**config.mk**
```make
export PLATFORM = sky130hd
export DESIGN_NAME = opnd_ea_unit
export DESIGN_NICKNAME = d
export VERILOG_FILES = /design/src/rtl/oag_pkg.sv /design/src/rtl/oag_align.sv /design/src/rtl/oag_direct_calc.sv /design/src/rtl/oag_ind_seq.sv /design/src/rtl/opnd_ea_unit.sv
export SDC_FILE = /design/constraint.sdc
export NUM_CORES = 1
export LEC_CHECK = 0
export ABC_AREA = 1
export ABC_CLOCK_PERIOD_IN_PS = 2900
export BUFFER_PORTS_ARGS = -buffer_cell sky130_fd_sc_hd__buf_2
export CORE_ASPECT_RATIO = 0.9
export CORE_MARGIN = 10
export CORE_UTILIZATION = 52
export DETAILED_ROUTE_END_ITERATION = 10
export MAX_ROUTING_LAYER = met4
export PLACE_DENSITY_LB_ADDON = 0.05
export SLEW_MARGIN = 20
export SYNTH_ARGS = -nofsm -noshare
export SYNTH_HDL_FRONTEND = slang
export SYNTH_SLANG_ARGS = --single-unit
```
**constraint.sdc**
```tcl
create_clock -name clk -period 2.9 [get_ports clk]
set_input_delay 0.58 -clock clk [delete_from_list [all_inputs] [get_ports clk]]
set_output_delay 0.58 -clock clk [all_outputs]
set_load 0.005 [all_outputs]
```
**src/rtl/oag_pkg.sv**
```systemverilog
package oag_pkg;
  typedef enum logic [2:0] {
    M_PREDEC    = 3'd0,
    M_ABS_SHORT = 3'd1,
    M_ABS_LONG  = 3'd2,
    M_PC_REL    = 3'd3,
    M_MEM_IND   = 3'd4
  } ea_mode_e;

  typedef enum logic [1:0] {
    S_IDLE     = 2'd0,
    S_READ_PTR = 2'd1,
    S_DONE     = 2'd2
  } seq_state_e;
endpackage

```
**src/rtl/oag_align.sv**
```systemverilog
// Clears bit 0 of a value when force_even is set.
module oag_align #(
  parameter int W = 16
) (
  input  logic [W-1:0] din,
  input  logic         force_even,
  output logic [W-1:0] dout
);
  assign dout = {din[W-1:1], din[0] & ~force_even};
endmodule

```
**src/rtl/oag_direct_calc.sv**
```systemverilog
// Combinational address forming for every mode that needs no memory read,
// plus the aligned pointer address for the indirect mode.
module oag_direct_calc
  import oag_pkg::*;
#(
  parameter int ADDR_W  = 16,
  parameter int SHORT_W = 8
) (
  input  logic [2:0]        mode,
  input  logic              is_word,
  input  logic [ADDR_W-1:0] reg_val,
  input  logic [ADDR_W-1:0] field,
  input  logic [ADDR_W-1:0] pc,
  output logic [ADDR_W-1:0] addr,
  output logic [ADDR_W-1:0] wb_val,
  output logic              wb_en,
  output logic              dir_hit,
  output logic              ind_hit,
  output logic [ADDR_W-1:0] ptr_addr
);
  localparam int HI_W = ADDR_W - SHORT_W;
  localparam logic [ADDR_W-1:0] ONE = {{(ADDR_W-1){1'b0}}, 1'b1};
  localparam logic [HI_W-1:0]   TOP_PAGE  = {HI_W{1'b1}};
  localparam logic [HI_W-1:0]   ZERO_PAGE = {HI_W{1'b0}};

  ea_mode_e          m;
  logic [ADDR_W-1:0] raw_addr;
  logic [ADDR_W-1:0] step;
  logic [ADDR_W-1:0] dec_val;
  logic [ADDR_W-1:0] disp_ext;
  logic              force_even;

  assign m        = ea_mode_e'(mode);
  assign step     = is_word ? (ONE << 1) : ONE;
  assign dec_val  = reg_val - step;
  assign disp_ext = {{HI_W{field[SHORT_W-1]}}, field[SHORT_W-1:0]};

  always_comb begin
    raw_addr   = '0;
    force_even = 1'b0;
    wb_en      = 1'b0;
    dir_hit    = 1'b0;
    ind_hit    = 1'b0;
    case (m)
      M_PREDEC: begin
        raw_addr   = dec_val;
        force_even = is_word;
        wb_en      = 1'b1;
        dir_hit    = 1'b1;
      end
      M_ABS_SHORT: begin
        raw_addr   = {TOP_PAGE, field[SHORT_W-1:0]};
        force_even = is_word;
        dir_hit    = 1'b1;
      end
      M_ABS_LONG: begin
        raw_addr   = field;
        force_even = is_word;
        dir_hit    = 1'b1;
      end
      M_PC_REL: begin
        raw_addr   = pc + disp_ext;
        force_even = 1'b1;
        dir_hit    = 1'b1;
      end
      M_MEM_IND: begin
        ind_hit    = 1'b1;
      end
      default: begin
        dir_hit    = 1'b0;
      end
    endcase
  end

  assign wb_val = dec_val;

  oag_align #(.W(ADDR_W)) u_align_dir (
    .din        (raw_addr),
    .force_even (force_even),
    .dout       (addr)
  );

  oag_align #(.W(ADDR_W)) u_align_ptr (
    .din        ({ZERO_PAGE, field[SHORT_W-1:0]}),
    .force_even (1'b1),
    .dout       (ptr_addr)
  );
endmodule

```
**src/rtl/oag_ind_seq.sv**
```systemverilog
// Pointer fetch sequencer for the memory-indirect mode.
module oag_ind_seq
  import oag_pkg::*;
#(
  parameter int ADDR_W = 16
) (
  input  logic              clk,
  input  logic              rst,
  input  logic              start,
  input  logic [ADDR_W-1:0] ptr_addr,
  input  logic              mem_rd_ack,
  input  logic [ADDR_W-1:0] mem_rd_data,
  output logic              mem_rd_req,
  output logic [ADDR_W-1:0] mem_rd_addr,
  output logic              busy,
  output logic              done,
  output logic [ADDR_W-1:0] target
);
  seq_state_e        state;
  logic [ADDR_W-1:0] data_even;

  oag_align #(.W(ADDR_W)) u_align_tgt (
    .din        (mem_rd_data),
    .force_even (1'b1),
    .dout       (data_even)
  );

  assign busy = (state != S_IDLE);

  always_ff @(posedge clk) begin
    if (rst) begin
      state       <= S_IDLE;
      mem_rd_req  <= 1'b0;
      mem_rd_addr <= '0;
      done        <= 1'b0;
      target      <= '0;
    end else begin
      case (state)
        S_IDLE: begin
          done <= 1'b0;
          if (start) begin
            state       <= S_READ_PTR;
            mem_rd_req  <= 1'b1;
            mem_rd_addr <= ptr_addr;
          end
        end
        S_READ_PTR: begin
          if (mem_rd_ack) begin
            state      <= S_DONE;
            mem_rd_req <= 1'b0;
            done       <= 1'b1;
            target     <= data_even;
          end
        end
        S_DONE: begin
          done  <= 1'b0;
          state <= S_IDLE;
        end
        default: begin
          state      <= S_IDLE;
          mem_rd_req <= 1'b0;
          done       <= 1'b0;
        end
      endcase
    end
  end
endmodule

```
**src/rtl/opnd_ea_unit.sv**
```systemverilog
module opnd_ea_unit #(
  parameter int ADDR_W  = 16,
  parameter int SHORT_W = 8
) (
  input  logic              clk,
  input  logic              rst,
  input  logic              req_valid,
  input  logic [2:0]        req_mode,
  input  logic              req_word,
  input  logic [ADDR_W-1:0] req_reg,
  input  logic [ADDR_W-1:0] req_field,
  input  logic [ADDR_W-1:0] req_pc,
  output logic              res_valid,
  output logic [ADDR_W-1:0] res_addr,
  output logic [ADDR_W-1:0] res_reg_wb,
  output logic              res_wb_en,
  output logic              busy,
  output logic              mem_rd_req,
  output logic [ADDR_W-1:0] mem_rd_addr,
  input  logic              mem_rd_ack,
  input  logic [ADDR_W-1:0] mem_rd_data
);
  logic [ADDR_W-1:0] c_addr;
  logic [ADDR_W-1:0] c_wb;
  logic              c_wb_en;
  logic              c_dir;
  logic              c_ind;
  logic [ADDR_W-1:0] c_ptr;
  logic              accept;
  logic              ind_done;
  logic [ADDR_W-1:0] ind_target;
  logic              dir_valid_q;
  logic [ADDR_W-1:0] dir_addr_q;
  logic [ADDR_W-1:0] wb_q;
  logic              wb_en_q;

  oag_direct_calc #(.ADDR_W(ADDR_W), .SHORT_W(SHORT_W)) u_calc (
    .mode     (req_mode),
    .is_word  (req_word),
    .reg_val  (req_reg),
    .field    (req_field),
    .pc       (req_pc),
    .addr     (c_addr),
    .wb_val   (c_wb),
    .wb_en    (c_wb_en),
    .dir_hit  (c_dir),
    .ind_hit  (c_ind),
    .ptr_addr (c_ptr)
  );

  assign accept = req_valid && !busy;

  oag_ind_seq #(.ADDR_W(ADDR_W)) u_seq (
    .clk         (clk),
    .rst         (rst),
    .start       (accept && c_ind),
    .ptr_addr    (c_ptr),
    .mem_rd_ack  (mem_rd_ack),
    .mem_rd_data (mem_rd_data),
    .mem_rd_req  (mem_rd_req),
    .mem_rd_addr (mem_rd_addr),
    .busy        (busy),
    .done        (ind_done),
    .target      (ind_target)
  );

  always_ff @(posedge clk) begin
    if (rst) begin
      dir_valid_q <= 1'b0;
      dir_addr_q  <= '0;
      wb_q        <= '0;
      wb_en_q     <= 1'b0;
    end else begin
      dir_valid_q <= accept && c_dir;
      wb_en_q     <= accept && c_dir && c_wb_en;
      if (accept && c_dir) begin
        dir_addr_q <= c_addr;
        wb_q       <= c_wb;
      end
    end
  end

  assign res_valid  = dir_valid_q || ind_done;
  assign res_addr   = dir_valid_q ? dir_addr_q : ind_target;
  assign res_reg_wb = wb_q;
  assign res_wb_en  = wb_en_q;
endmodule

```
==> summary.txt <==
Logic synthesis
  • Post-synth EDFFs: 0
  • Post-synthesis cell type count: 38
  • Asr flop ratio synth: 0
  • Synth Area in Compound Gates: 0.192
  • Post-Syn Area per Cell: 6.36 um^2
  • XOR/XNOR Fraction of Synth Area: 0.0109
  • Main combinational cell family by area after synthesis: simple AND/OR/NAND/NOR gates
  • Yosys reg bits: 60
  • Syn Inst Count: 630
  • Simple-Gate Fraction of Synth Area: 0.302
  • Post-synthesis mux area share: 0
  • Post-synthesis sequential area ratio: 0.300
  • Adder-Cell Fraction of Synth Area: 0.0631
  • Ys flop type: dfxtp_1
  • Post-Syn Area: 0.00401 mm^2
  • Ys Warns: 0

Placed design
  • Post-DP HPWL: 10.3 mm
  • Final GP Congestion: 0.965
  • I/O Buffers: 113
  • Area post-placement: 0.00458 mm^2

Setup path
  • Arr. time, crit path: 2450 ps
  • Critical-path top delay cell: fa_1
  • CP dominant cell by count: inv_1
  • Setup CP Type: input pin to flop
  • Critical Path RT: 3130 ps
  • Worst r2r path cells: 5
  • Worst r2r dst: u_seq.target[5]
  • CP max FO: 4
  • Startpoint types: input pin
  • Origin of the critical flop-to-flop path: u_seq.state[0]
  • Kind of end point of the critical path: flop
  • Reg2reg setup slack: 1220 ps
  • Crit path cell chain: buf_2, inv_1, ha_1, inv_1, fa_1, nor2_1, nand2_1, nor2_2, xor2_1, inv_1, a21oi_1, a21oi_1
  • CP peak stage delay: 400 ps

STA
  • Worst relative slew slack: 0.449
  • Final Hold Vio Count: 0
  • Post-layout min period: 2230 ps
  • Final clock skew: 7.19 ps
  • RSZ-0062 raised after global routing: false
  • Slew Viols, Final: 0
  • Setup Viol. Count Final: 0
  • Setup TNS: 0 ps
  • F_max: 449 MHz
  • Worst slew pin tran: 825 ps
  • Post-route clock period utilization: 0.768

Layout
  • Area growth from synthesis to layout: 19.3%
  • Layout Utilization: 0.636
  • Fin area: 0.00478 mm^2
  • Layout cell share with drive strength beyond 1: 0.216
  • # diodes: 0
  • Area of the multi-input gates: 0.00231 mm^2
  • Sequential Area: 0.00120 mm^2
  • Final net count: 827
  • Fillers: 728

Run
  • Max_cap viols: 0

Die
  • Ports: 124
  • Die ar.: 0.0116 mm^2
  • Initial Util: 0.533
  • Die Height: 103 um
  • Die Wd: 113 um
  • Core area: 0.00751 mm^2
  • Row count: 30

Clock network
  • Clk Latency, worst-skew pair: 330 ps
  • Number of gates resized after cts: 0
  • CTS tree: done
  • Root Buffer Master: clkbuf_8
  • Deepest clock path buffer count: 2
  • CTS H-tree depth: 3
  • CTS Sinks: 60
  • Postcts setup bufs: 0
  • Clock transition at the registers of the reported paths: 70 ps
  • Num CTS Buffers: 9
  • Hold Buf Count CTS: 0

Hold path
  • Hold Path Class: flop to flop
  • Worst Hold Launch: u_seq.target[6]
  • Hold Path Depth: 2
  • Hold EP: u_seq.target[6]

Power and ir drop
  • Switching part of the total: 0.320
  • PD cells: 443 mW/mm^2
  • Reg power frac: 0.419
  • Net Sw Power: 0.000677 W
  • Clk pwr share: 0.360
  • Worst vdd ir: 0.280 mV
  • Static Leakage: 2.54 nW
  • Int Pwr: 0.00144 W
  • Comb power frac: 0.221

Route
  • Detailed-router iteration count before antenna repair: 5
  • Post-route ant nets: 0
  • Remaining DRCs: 0
  • Total Wirelength: 12.8 mm
  • Drt via density: 5.16
  • DR iter-0 viols: 270
  • Routed WL per cell: 15.3 um
  • Via count: 4319

Global routing
  • Antenna violations before repair: 0
  • First-pass GRT wire length: 20.3 mm
  • GR Util All Layers: 0.219
  • Largest net degree at the start of global routing: 53
  • Gr ovfl total: 0
  • Vias in the first global route: 4148

Outcome
  • Status: finished, final reports clean
## cells in the final DEF (no fill, tap or decap), types with 4 or more instances in the layout
cell / synthesis / routed
inv_2: 6 / 6
nor2_1: 47 / 47
or2_2: 4 / 4
nand3b_1: 4 / 4
dfxtp_1: 60 / 60
nor2_2: 6 / 6
conb_1: 1 / 9
a21oi_1: 48 / 48
nand3_1: 37 / 37
ha_1: 17 / 17
nand2_1: 162 / 162
xor2_1: 4 / 4
clkbuf_8: 0 / 9
a31oi_1: 5 / 5
inv_1: 90 / 90
nor3_1: 5 / 5
o21bai_1: 7 / 7
o21ai_0: 70 / 70
buf_2: 6 / 113
## worst max path at each step
stage / startpoint / to / cells after the start
CTS: req_word / dir_addr_q[8] / 12
finish: req_word / dir_addr_q[8] / 12
global route: req_word / dir_addr_q[8] / 12
detailed placement: req_word / dir_addr_q[8] / 12
floorplan: req_word / dir_addr_q[8] / 11
global placement: req_word / dir_addr_q[8] / 12
## registers in the layout (all words and copies together), names as in the netlist
signal / flops
dir_addr_q: 16
dir_valid_q: 1
res_reg_wb: 16
res_wb_en: 1
u_seq.done: 1
u_seq.mem_rd_addr: 7
u_seq.mem_rd_req: 1
u_seq.state: 2
u_seq.target: 15
## cells in the mapped netlist, types with 2 or more instances
| master | number | share of area |
|---|---|---|
| buf_4 | 9 | 0.017 |
| nor2_4 | 3 | 0.0084 |
| nand3_1 | 37 | 0.046 |
| a31oi_1 | 5 | 0.0078 |
| clkbuf_1 | 12 | 0.011 |
| fa_1 | 2 | 0.010 |
| nor2_2 | 6 | 0.0094 |
| o21ai_0 | 70 | 0.087 |
| buf_2 | 6 | 0.0075 |
| inv_1 | 90 | 0.084 |
| buf_6 | 2 | 0.0056 |
| nor3_1 | 5 | 0.0062 |
| nor2_1 | 47 | 0.044 |
| or2_2 | 4 | 0.0062 |
| dfxtp_1 | 60 | 0.30 |
| nand2_1 | 162 | 0.15 |
| nand2_2 | 2 | 0.0031 |
| a21oi_2 | 2 | 0.0044 |
| nor3_4 | 2 | 0.0081 |
| nand4_1 | 3 | 0.0047 |
| o21bai_1 | 7 | 0.013 |
| o211ai_1 | 3 | 0.0056 |
| xor2_1 | 4 | 0.0087 |
| ha_1 | 17 | 0.053 |
| inv_2 | 6 | 0.0056 |
| nand3b_1 | 4 | 0.0075 |
| a21oi_1 | 48 | 0.060 |
| o21a_1 | 2 | 0.0037 |
## worst max-delay path, delay by kind of cell
family	cells	cell delay, ps
adders and majority gates	2	560
and+or+nand+nor	3	560
buffers and inverters	4	340
AOI/OAI and AO/OA	2	220
xor gates and xnor gates	1	200
## per-stage QoR
stage          power [W]  cells  hold slack, ps  setup slack [ps]
2_1_floorplan    0.00120    638             424               673
4_1_cts          0.00213    837             455               678
5_1_grt          0.00223    837             474               467
3_3_place_gp     0.00135    821             434               403
3_5_place_dp     0.00137    821             443               318
6_report         0.00211    837             450               672
## power by group through the flow
stage               Combinational, W  Clock (W)  Sequential, W
global placement            0.000450          0       0.000904
global route                0.000529   0.000807       0.000890
floorplan                   0.000301          0       0.000899
CTS                         0.000465   0.000779       0.000886
finish                      0.000467   0.000762       0.000886
detailed placement          0.000462          0       0.000904
## area by class of cell
cell class,count,area share
Multi-Input combinational cell,453,0.483
Clock buffer,9,0.0259
Clock inverter,7,0.0157
Inverter,96,0.0754
Timing Repair Buffer,116,0.123
Tap cell,96,0.0251
Sequential cell,60,0.251
## cells by family after synthesis
logic type,Yosys count
xor gates and xnor gates,5
other,1
and+or+nand+nor,278
AOI/OAI and AO/OA,142
buffers and inverters,125
DFF,60
adders and majority gates,19
## layer usage
layer  up-vias  global-route usage  share of wire
met2       136               0.341           0.45
li1       2211                   -              -
met4         0              0.0702          0.022
met1      1948               0.273           0.47
met3        24              0.0565          0.062
met5         -                   -              0
Power figures use the tool's default switching activity.
